## src/rtl/dpipe_pkg.sv

```systemverilog
package dpipe_pkg;
  localparam int WORD_W = 16;
  localparam int NREG   = 8;
  localparam int RSEL_W = $clog2(NREG);

  typedef enum logic [3:0] {
    OP_NOP  = 4'd0, OP_LDI  = 4'd1, OP_LDX = 4'd2, OP_LDA  = 4'd3,
    OP_ORM  = 4'd4, OP_ANDM = 4'd5, OP_ORC = 4'd6, OP_ANDC = 4'd7,
    OP_JCC  = 4'd8
  } op_e;

  function automatic op_e decode_op(logic [3:0] raw);
    return (raw <= 4'd8) ? op_e'(raw) : OP_NOP;
  endfunction

  function automatic logic two_word(logic [3:0] raw);
    return raw == 4'd3;
  endfunction

  function automatic logic is_mem(op_e op);
    return (op == OP_LDX) || (op == OP_LDA);
  endfunction
endpackage

```

## src/rtl/dpipe_agu.sv

```systemverilog
module dpipe_agu
  import dpipe_pkg::*;
#(
  parameter int AW        = 8,
  parameter int ROM_WORDS = 128
) (
  input  logic [3:0]    raw_op_i,
  input  logic [AW-1:0] ext_i,
  input  logic [AW-1:0] rn_i,
  input  logic          map_i,
  output op_e           op_o,
  output logic [AW-1:0] addr_o,
  output logic          ext_o
);
  always_comb begin
    op_o = decode_op(raw_op_i);
    unique case (op_o)
      OP_LDX:  addr_o = rn_i;
      OP_LDA:  addr_o = ext_i;
      default: addr_o = '0;
    endcase
    // internal ROM only when mapped in and inside its window
    ext_o = is_mem(op_o) && !(map_i && (int'(addr_o) < ROM_WORDS));
  end
endmodule

```

## src/rtl/dpipe_state.sv

```systemverilog
module dpipe_state
  import dpipe_pkg::*;
#(
  parameter int AW = 8
) (
  input  logic              clk_i,
  input  logic              rst_ni,
  input  logic              we_i,
  input  op_e               op_i,
  input  logic [RSEL_W-1:0] wn_i,
  input  logic [7:0]        imm_i,
  input  logic [RSEL_W-1:0] rd_n_i,
  output logic [AW-1:0]     rn_o,
  output logic              map_o,
  output logic [3:0]        ccr_o
);
  logic [NREG-1:0][AW-1:0] ar_w;

  for (genvar g = 0; g < NREG; g++) begin : g_ar
    logic [AW-1:0] r_q;
    always_ff @(posedge clk_i or negedge rst_ni) begin
      if (!rst_ni) r_q <= '0;
      else if (we_i && op_i == OP_LDI && wn_i == RSEL_W'(g)) r_q <= AW'(imm_i);
    end
    assign ar_w[g] = r_q;
  end

  assign rn_o = ar_w[rd_n_i];

  always_ff @(posedge clk_i or negedge rst_ni) begin
    if (!rst_ni) begin
      map_o <= 1'b0;
      ccr_o <= '0;
    end else if (we_i) begin
      unique case (op_i)
        OP_ORM:  map_o <= map_o | imm_i[0];
        OP_ANDM: map_o <= map_o & imm_i[0];
        OP_ORC:  ccr_o <= ccr_o | imm_i[3:0];
        OP_ANDC: ccr_o <= ccr_o & imm_i[3:0];
        default: ;
      endcase
    end
  end
endmodule

```

## src/rtl/dpipe_core.sv

```systemverilog
module dpipe_core
  import dpipe_pkg::*;
#(
  parameter int PC_W      = 8,
  parameter int AW        = 8,
  parameter int ROM_WORDS = 128,
  parameter int PHASES    = 4
) (
  input  logic              clk_i,
  input  logic              rst_ni,
  output logic [PC_W-1:0]   pmem_addr_o,
  input  logic [WORD_W-1:0] pmem_data_i,
  output logic              dmem_re_o,
  output logic [AW-1:0]     dmem_addr_o,
  output logic              dmem_ext_o,
  input  logic [WORD_W-1:0] dmem_data_i,
  output logic              trace_valid_o,
  output logic [3:0]        trace_op_o,
  output logic [AW-1:0]     trace_addr_o,
  output logic              trace_ext_o,
  output logic [WORD_W-1:0] trace_data_o
);
  localparam int PH_W = (PHASES > 1) ? $clog2(PHASES) : 1;

  logic [PH_W-1:0]   ph_q;
  logic              tick;
  logic [PC_W-1:0]   pc_q;
  logic              d_valid_q, d_wait_q;
  logic [WORD_W-1:0] d_ir_q;
  logic [AW-1:0]     d_ext_q;
  logic              e_valid_q, e_ext_q;
  logic [WORD_W-1:0] e_ir_q;
  op_e               e_op_q;
  logic [AW-1:0]     e_addr_q;

  op_e               dec_op;
  logic [AW-1:0]     dec_addr, rn;
  logic              dec_ext, map, taken, flush;
  logic [3:0]        ccr;

  assign tick = (ph_q == PH_W'(PHASES - 1));

  always_ff @(posedge clk_i or negedge rst_ni) begin
    if (!rst_ni) ph_q <= '0;
    else         ph_q <= tick ? '0 : ph_q + PH_W'(1);
  end

  dpipe_state #(.AW(AW)) u_state (
    .clk_i  (clk_i),
    .rst_ni (rst_ni),
    .we_i   (tick && e_valid_q),
    .op_i   (e_op_q),
    .wn_i   (e_ir_q[11:9]),
    .imm_i  (e_ir_q[7:0]),
    .rd_n_i (d_ir_q[11:9]),
    .rn_o   (rn),
    .map_o  (map),
    .ccr_o  (ccr)
  );

  // address and region formed here, against state not yet updated by execute
  dpipe_agu #(.AW(AW), .ROM_WORDS(ROM_WORDS)) u_agu (
    .raw_op_i (d_ir_q[15:12]),
    .ext_i    (d_ext_q),
    .rn_i     (rn),
    .map_i    (map),
    .op_o     (dec_op),
    .addr_o   (dec_addr),
    .ext_o    (dec_ext)
  );

  assign taken = (e_op_q == OP_JCC) &&
                 ((e_ir_q[11:8] == 4'd0) || |(ccr & e_ir_q[11:8]));
  assign flush = e_valid_q && taken;

  always_ff @(posedge clk_i or negedge rst_ni) begin
    if (!rst_ni) begin
      pc_q      <= '0;
      d_valid_q <= 1'b0;
      d_wait_q  <= 1'b0;
      d_ir_q    <= '0;
      d_ext_q   <= '0;
      e_valid_q <= 1'b0;
      e_ir_q    <= '0;
      e_op_q    <= OP_NOP;
      e_addr_q  <= '0;
      e_ext_q   <= 1'b0;
    end else if (tick) begin
      if (flush) begin
        pc_q      <= PC_W'(e_ir_q[7:0]);
        d_valid_q <= 1'b0;
        d_wait_q  <= 1'b0;
        e_valid_q <= 1'b0;
      end else if (d_valid_q && d_wait_q) begin
        // second word fetched; execute gets a bubble
        d_ext_q   <= pmem_data_i[AW-1:0];
        d_wait_q  <= 1'b0;
        pc_q      <= pc_q + PC_W'(1);
        e_valid_q <= 1'b0;
      end else begin
        e_valid_q <= d_valid_q;
        e_ir_q    <= d_ir_q;
        e_op_q    <= dec_op;
        e_addr_q  <= dec_addr;
        e_ext_q   <= dec_ext;
        d_ir_q    <= pmem_data_i;
        d_valid_q <= 1'b1;
        d_wait_q  <= two_word(pmem_data_i[15:12]);
        pc_q      <= pc_q + PC_W'(1);
      end
    end
  end

  assign pmem_addr_o = pc_q;
  assign dmem_re_o   = e_valid_q && is_mem(e_op_q);
  assign dmem_addr_o = e_addr_q;
  assign dmem_ext_o  = e_ext_q;

  always_ff @(posedge clk_i or negedge rst_ni) begin
    if (!rst_ni) begin
      trace_valid_o <= 1'b0;
      trace_op_o    <= '0;
      trace_addr_o  <= '0;
      trace_ext_o   <= 1'b0;
      trace_data_o  <= '0;
    end else begin
      trace_valid_o <= tick && e_valid_q;
      if (tick && e_valid_q) begin
        trace_op_o   <= e_op_q;
        trace_addr_o <= e_addr_q;
        trace_ext_o  <= e_ext_q;
        trace_data_o <= is_mem(e_op_q) ? dmem_data_i : '0;
      end
    end
  end


  trace_pulse_chk: assert property (@(posedge clk_i) disable iff (!rst_ni)
    trace_valid_o |=> !trace_valid_o);


  rom_window_chk: assert property (@(posedge clk_i) disable iff (!rst_ni)
    dmem_re_o && !dmem_ext_o |-> int'(dmem_addr_o) < ROM_WORDS);


  trace_nomem_chk: assert property (@(posedge clk_i) disable iff (!rst_ni)
    trace_valid_o && !(trace_op_o inside {4'd2, 4'd3}) |->
      trace_addr_o == '0 && trace_data_o == '0 && !trace_ext_o);


  flush_target_chk: assert property (@(posedge clk_i) disable iff (!rst_ni)
    tick && flush |=> pmem_addr_o == $past(PC_W'(e_ir_q[7:0])));


  two_word_bubble_chk: assert property (@(posedge clk_i) disable iff (!rst_ni)
    tick && d_valid_q && d_wait_q && !flush |=> !dmem_re_o);
endmodule

```

## config.mk

```make
export PLATFORM = sky130hd
export DESIGN_NAME = dpipe_core
export DESIGN_NICKNAME = d
export VERILOG_FILES = /design/src/rtl/dpipe_pkg.sv /design/src/rtl/dpipe_agu.sv /design/src/rtl/dpipe_state.sv /design/src/rtl/dpipe_core.sv
export SDC_FILE = /design/constraint.sdc
export NUM_CORES = 1
export LEC_CHECK = 0
export ABC_AREA = 0
export BUFFER_PORTS_ARGS = -buffer_cell sky130_fd_sc_hd__buf_2
export CAP_MARGIN = 20
export CORE_AREA = 5 5 159 115
export DETAILED_ROUTE_END_ITERATION = 6
export DIE_AREA = 0 0 164 120
export MAX_ROUTING_LAYER = met4
export PLACE_DENSITY_LB_ADDON = 0.08
export SETUP_SLACK_MARGIN = 0.4
export SLEW_MARGIN = 20
export SYNTH_ARGS = -nofsm -noshare
export SYNTH_HDL_FRONTEND = slang
export SYNTH_SLANG_ARGS = --single-unit
```

## constraint.sdc

```tcl
create_clock -name clk_i -period 5.5 [get_ports clk_i]
set_clock_uncertainty 0.2 [all_clocks]
set_input_delay 1.375 -clock clk_i [delete_from_list [all_inputs] [get_ports clk_i]]
set_output_delay 1.375 -clock clk_i [all_outputs]
set_load 0.005 [all_outputs]
```

# Word level (Yosys, flattened, before mapping)

Cells that the tools add are included.

Flip-flop bits (word level): 161
Latch bits: 0
RAM bits: 0
Memory bits (read-only): 0
Bits of input ports: 34
Output and inout port bits: 48
Logic and storage cells: 103
Memories: 0

$add $sub $neg: 2
Multipliers: 0
Divide/modulo/power cells: 0
$lt $le $gt $ge: 3
Eq/ne operators: 20
Shift operators: 0
Mux-type cells: 15
Bitwise gates (word level): 7
Reduce and logical (&&, ||, !) cells: 30

Operator list:

| cell                                                                  | number |
|---|---|
| 8-bit binary-select mux with 3-bit select                             | 1 |
| 4-bit by 2-bit equality test with 1-bit output, second input constant | 5 |
| 4-bit by 3-bit equality test with 1-bit output, second input constant | 4 |
| 1-bit logical AND                                                     | 16 |
| 16-bit two-way mux                                                    | 1 |
| 8-bit two-way mux                                                     | 2 |
| 8-bit one-hot mux with 2 select lines                                 | 1 |
| 3-bit equality test, second input constant                            | 4 |
| 8-bit by 1-bit adder with 8-bit output, second input constant         | 1 |
| 4-bit bitwise AND                                                     | 2 |
| 8-bit < comparator, second input constant                             | 1 |
| 4-bit one-hot mux with 2 select lines                                 | 1 |
| 3-bit by 2-bit equality test with 1-bit output, second input constant | 2 |
| 1-bit two-way mux                                                     | 6 |
| 2-bit AND reduction                                                   | 3 |
| 3-bit AND reduction                                                   | 2 |
| 4-bit by 1-bit equality test with 1-bit output, second input constant | 1 |
| 4-bit equality test, second input constant                            | 1 |
| 4-bit <= comparator, second input constant                            | 1 |
| 4-bit logical NOT                                                     | 1 |
| 3-bit by 4-bit < comparator with 1-bit output, second input constant  | 1 |
| 4-bit two-way mux                                                     | 1 |
| 4-bit OR                                                              | 1 |
| 2-bit nonzero test                                                    | 2 |
| 13 further kinds                                                      | 16 |

# Depth between registers and ports, before layout

Depth after elaboration: 8
Gate-level depth with buffers: 7

# Cells and area by module

From an unflattened synthesis, not the netlist that was laid out.

Cells, all modules: 479
Area, all modules: 7335.8 µm²

Modules (own cells, without submodules):

| module      | instances | cells each | area an instance (µm²) |
|---|---|---|---|
| dpipe_core  | 1         | 256        | 3878.7 |
| dpipe_state | 1         | 199        | 3278.1 |
| dpipe_agu   | 1         | 24         | 178.9 |

# Least setup slack after synthesis

OpenSTA, ideal clock, no wires.

Path kind: reg-to-output
From: register e_op_q[1]
To: output dmem_re_o
Arrival time: 876 ps
Setup slack: 3049 ps
Stages on the path, launching flop included: 3
Buffers on the path: 0
Path through: dfrtp_1 > inv_1 > nor4b_1

Longest elaborated chain between the ends: 3
Elaborated cells on any way between the ends: 4

RTL lines:

| element                                        | line              | RTL |
|---|---|---|
| start, declared                                | dpipe_core.sv:33  | `op_e e_op_q;` |
| start signal, assigned                         | dpipe_core.sv:103 | `e_op_q <= dec_op;` |
| 4-bit by 2-bit equality test with 1-bit output | dpipe_pkg.sv:21   | `return (op == OP_LDX) \|\| (op == OP_LDA);` |
| 1-bit logical OR *                             | dpipe_pkg.sv:21   |  |
| 1-bit logical AND *                            | dpipe_core.sv:115 | `assign dmem_re_o = e_valid_q && is_mem(e_op_q);` |
| end, declared                                  | dpipe_core.sv:13  | `output logic dmem_re_o,` |

Every way passes the cells marked *; elsewhere a longest branch is shown, timed or not.

# Worst setup path after layout

Same ends and word-level chain as after synthesis.

==> flow_summary_export.csv <==
group,metric,value,unit
yosys,syn_inst,504,
yosys,async_flop_share,100,%
grt,grt_start_max_net_pins,90,
layout,final_common_cell,"dfrtp_1",
die,die_w,164,um
min_path,holdPathStages,1,
yosys,synth_top_area_share,55.1,%
grt,use_met2,24.9,%
power,leakagePower,4.14,nW
critical_path,reg2reg_depth,5,
critical_path,slowest_stage,"dfrtp_1",
route,viasPerCell,5.39,
place,portBuffers,81,
outcome,status,"finished clean",
layout,fillers,1477,
layout,drive_gt1_share,46.4,%
grt,grt_pass1_vias,4433,
route,drt_wl_total,16.5,mm
cts,cts_tree,"built",
yosys,synth_top_cells_by_area,"dfrtp_1 55%, mux2_2 13%, mux2_4 7.4%",
route,drt-wirelength-per-cell,20.0,um
cts,post_cts_buffers,0,
yosys,synth_largest_area_cell,"dfrtp_1",
die,num_rows,40,
cts,root_buffer,"clkbuf_16",
run,max_cap_violations,0,
die,design.die.area,19700,um2
power,switchingPower,0.764,mW
cts,cts_resized,0,
route,drtIter0Drc,364,
cts,clkTransAtPathRegs,0.06,ns
power,clkPwrFrac,41.7,%
cts,h-tree-depth,4,
layout,final_cell_mix,"161 x dfrtp_1, 84 x mux2_2, 80 x buf_2",
layout,multi_input_area,3030,um2
timing,timing.final.ws_setup,2.41,ns
yosys,seq_area_frac_synth,55.1,%
cts,postCtsHoldBufs,0,
critical_path,cp-end-kind,"output pin",
power,p_sw_share,24.8,%
critical_path,start_kind,"flip-flop",
layout,seq_area,4030,um2
layout,antenna_cells,0,
yosys,yosysWarnings,0,
die,initial_core_util,43.7,%
layout,fin_util,51.0,%
power,p_per_area,362,nW/um2
place,post-place-ws,2.46,ns
yosys,syn_avg_cell_area,14.5,um2
timing,tightestPinTransition,0.850,ns
power,internal-power,2.32,mW
timing,fin_tns_setup,0,ns
place,post-dp-hpwl,11.3,mm
cts,cts_buffers,17,
critical_path,path_class,"reg2out",
grt,gr-total-overflow,0,
power,combPwrFrac,11.7,%
min_path,hold_class,"reg2reg",
die,die_h,120,um
grt,grt_use_total,17.9,%
yosys,synth_edf_count,0,
timing,period_share,56.2,%
yosys,ys_ff_latch,161,
cts,ctsLongestPathBuffers,2,
yosys,synth_fp_nets,540,
cts,clk_latency,0.43,ns
route,drc,0,
die,coreArea,16700,um2
timing,rsz0062_at_grt,"no",
yosys,ys_types,61,
timing,slew_headroom,43.2,%
grt,grt_pass1_wl,26.1,mm
grt,antenna_found_initial,0,
route,dr.pass1.iters,4,
route,num_vias,4440,
layout,final_cell_area,8520,um2
timing,finalMaxSlewViolations,0,
power,worst_ir_drop_vdd,0.202,mV
critical_path,crit_chain,"inv_1 -> nor4b_1 -> buf_2",
timing,setup_viol,0,
critical_path,cp_data_required_time,3.92,ns
yosys,synth_area,7310,um2
place,dpl_cell_area,7880,um2
layout,final_nets,616,
critical_path,crit_fanout,6,
die,num_io_pins,82,
timing,fmax,323,MHz
critical_path,critPathMaxStageDelay,0.48,ns
cts,cts_sinks,161,
yosys,synth_ff_type,"dfrtp_1",
power,p_seq_share,46.6,%
grt,top_usage_layer,"met1",
layout,area_growth,16.6,%
timing,finalHoldViolations,0,
route,ant_nets,0,
timing,hold_ws,0.239,ns
place,routabilityCongestion,0.784,
critical_path,crit_arrival,1.52,ns
grt,grt_use_met1,26.5,%
timing,fin_crit,3.09,ns
grt,met3_usage,3.95,%
[through the flow]
stage          power [mW]  cells
3_3_place_gp         1.81    792
4_1_cts              3.12    824
3_5_place_dp         1.82    792
2_1_floorplan        1.67    504
6_report             3.09    824
5_1_grt              3.22    824
[per-layer routing]
| metal | part of all wire (%) | vias up |
|---|---|---|
| met1 | 51 | 2307 |
| li1 | - | 2038 |
| met2 | 44 | 84 |
| met4 | 0.83 | 0 |
| met3 | 4.7 | 11 |
| met5 | 0 | - |
[worst paths after layout]
kind | start | end | slack (ns)
min reg2reg | ph_q[0]$_DFF_PN0_ | ph_q[0]$_DFF_PN0_ | 0.24
max | e_op_q[1]$_DFFE_PN0P_ | dmem_re_o | 2.41
max in group asynchronous | rst_ni | trace_op_o[1]$_DFFE_PN0P_ | 3.35
max reg2reg | e_ir_q[9]$_DFFE_PN0P_ | e_op_q[3]$_DFFE_PN0P_ | 2.47
min | ph_q[0]$_DFF_PN0_ | ph_q[0]$_DFF_PN0_ | 0.24
min in group asynchronous | rst_ni | pmem_addr_o[6]$_DFFE_PN0P_ | 0.80
[worst max-delay path: cells and delay by family, from the launching register on]
kind	cells	cell delay, ns
simple gates	1	0.31
buf+inv	2	0.31
flops	1	0.48
[cells by family after synthesis]
| family | Yosys count | synth area share (%) |
|---|---|---|
| AOI/OAI and AO/OA | 72 | 7.48 |
| adders and majority gates | 2 | 0.342 |
| buffers and inverters | 46 | 3.36 |
| DFF | 161 | 55.1 |
| muxes | 139 | 25.5 |
| and+or+nand+nor | 84 | 8.14 |
[registers in the layout, summed over array words and instances, names as in the netlist]
| signal | cells |
|---|---|
| u_state.g_ar.r_q | 64 |
| d_ir_q | 16 |
| trace_data_o | 16 |
| e_ir_q | 12 |
| d_ext_q | 8 |
| dmem_addr_o | 8 |
| pmem_addr_o | 8 |
| trace_addr_o | 8 |
| e_op_q | 4 |
| trace_op_o | 4 |
| u_state.ccr_o | 4 |
| ph_q | 2 |
| d_valid_q | 1 |
| d_wait_q | 1 |
| dmem_ext_o | 1 |
| e_valid_q | 1 |
| trace_ext_o | 1 |
| trace_valid_o | 1 |
| u_state.map_o | 1 |
[Yosys cell counts (2+ instances only)]
cell type	number
and3_1	2
mux2_4	36
nor3_4	2
nor4_1	3
o22ai_1	12
nand4_1	2
mux2i_1	3
o21ai_0	12
nor3b_4	2
clkbuf_1	13
dfrtp_1	161
buf_4	4
inv_1	13
nand2_1	18
nor2_4	2
a41oi_1	2
nor4b_1	2
mux4_2	15
and2_1	2
o221ai_1	6
nand2b_1	3
a22o_1	17
nand3_1	5
mux2_2	84
nor4_4	2
buf_6	7
nor2b_1	10
nor3_1	10
buf_1	5
ha_1	2
buf_2	4
a21oi_1	6
o2bb2ai_1	3
nor2_1	7
[power groups by stage]
stage                     Sequential [mW]  Clock, mW  Combinational, mW
after floorplan                      1.40          0              0.265
after global placement               1.45          0              0.360
after detailed placement             1.46          0              0.367
after CTS                            1.44       1.32              0.369
after global routing                 1.45       1.37              0.401
final                                1.44       1.29              0.361
[area by class of cell]
type	count	share of cell area [%]
clock inverter	13	2.47
clock buffer	19	5.08
tap	231	3.39
inverter	13	0.573
timing repair buffer	90	5.62
multi-input combinational	297	35.6
sequential	161	47.3
Power figures use the tool's default switching activity.
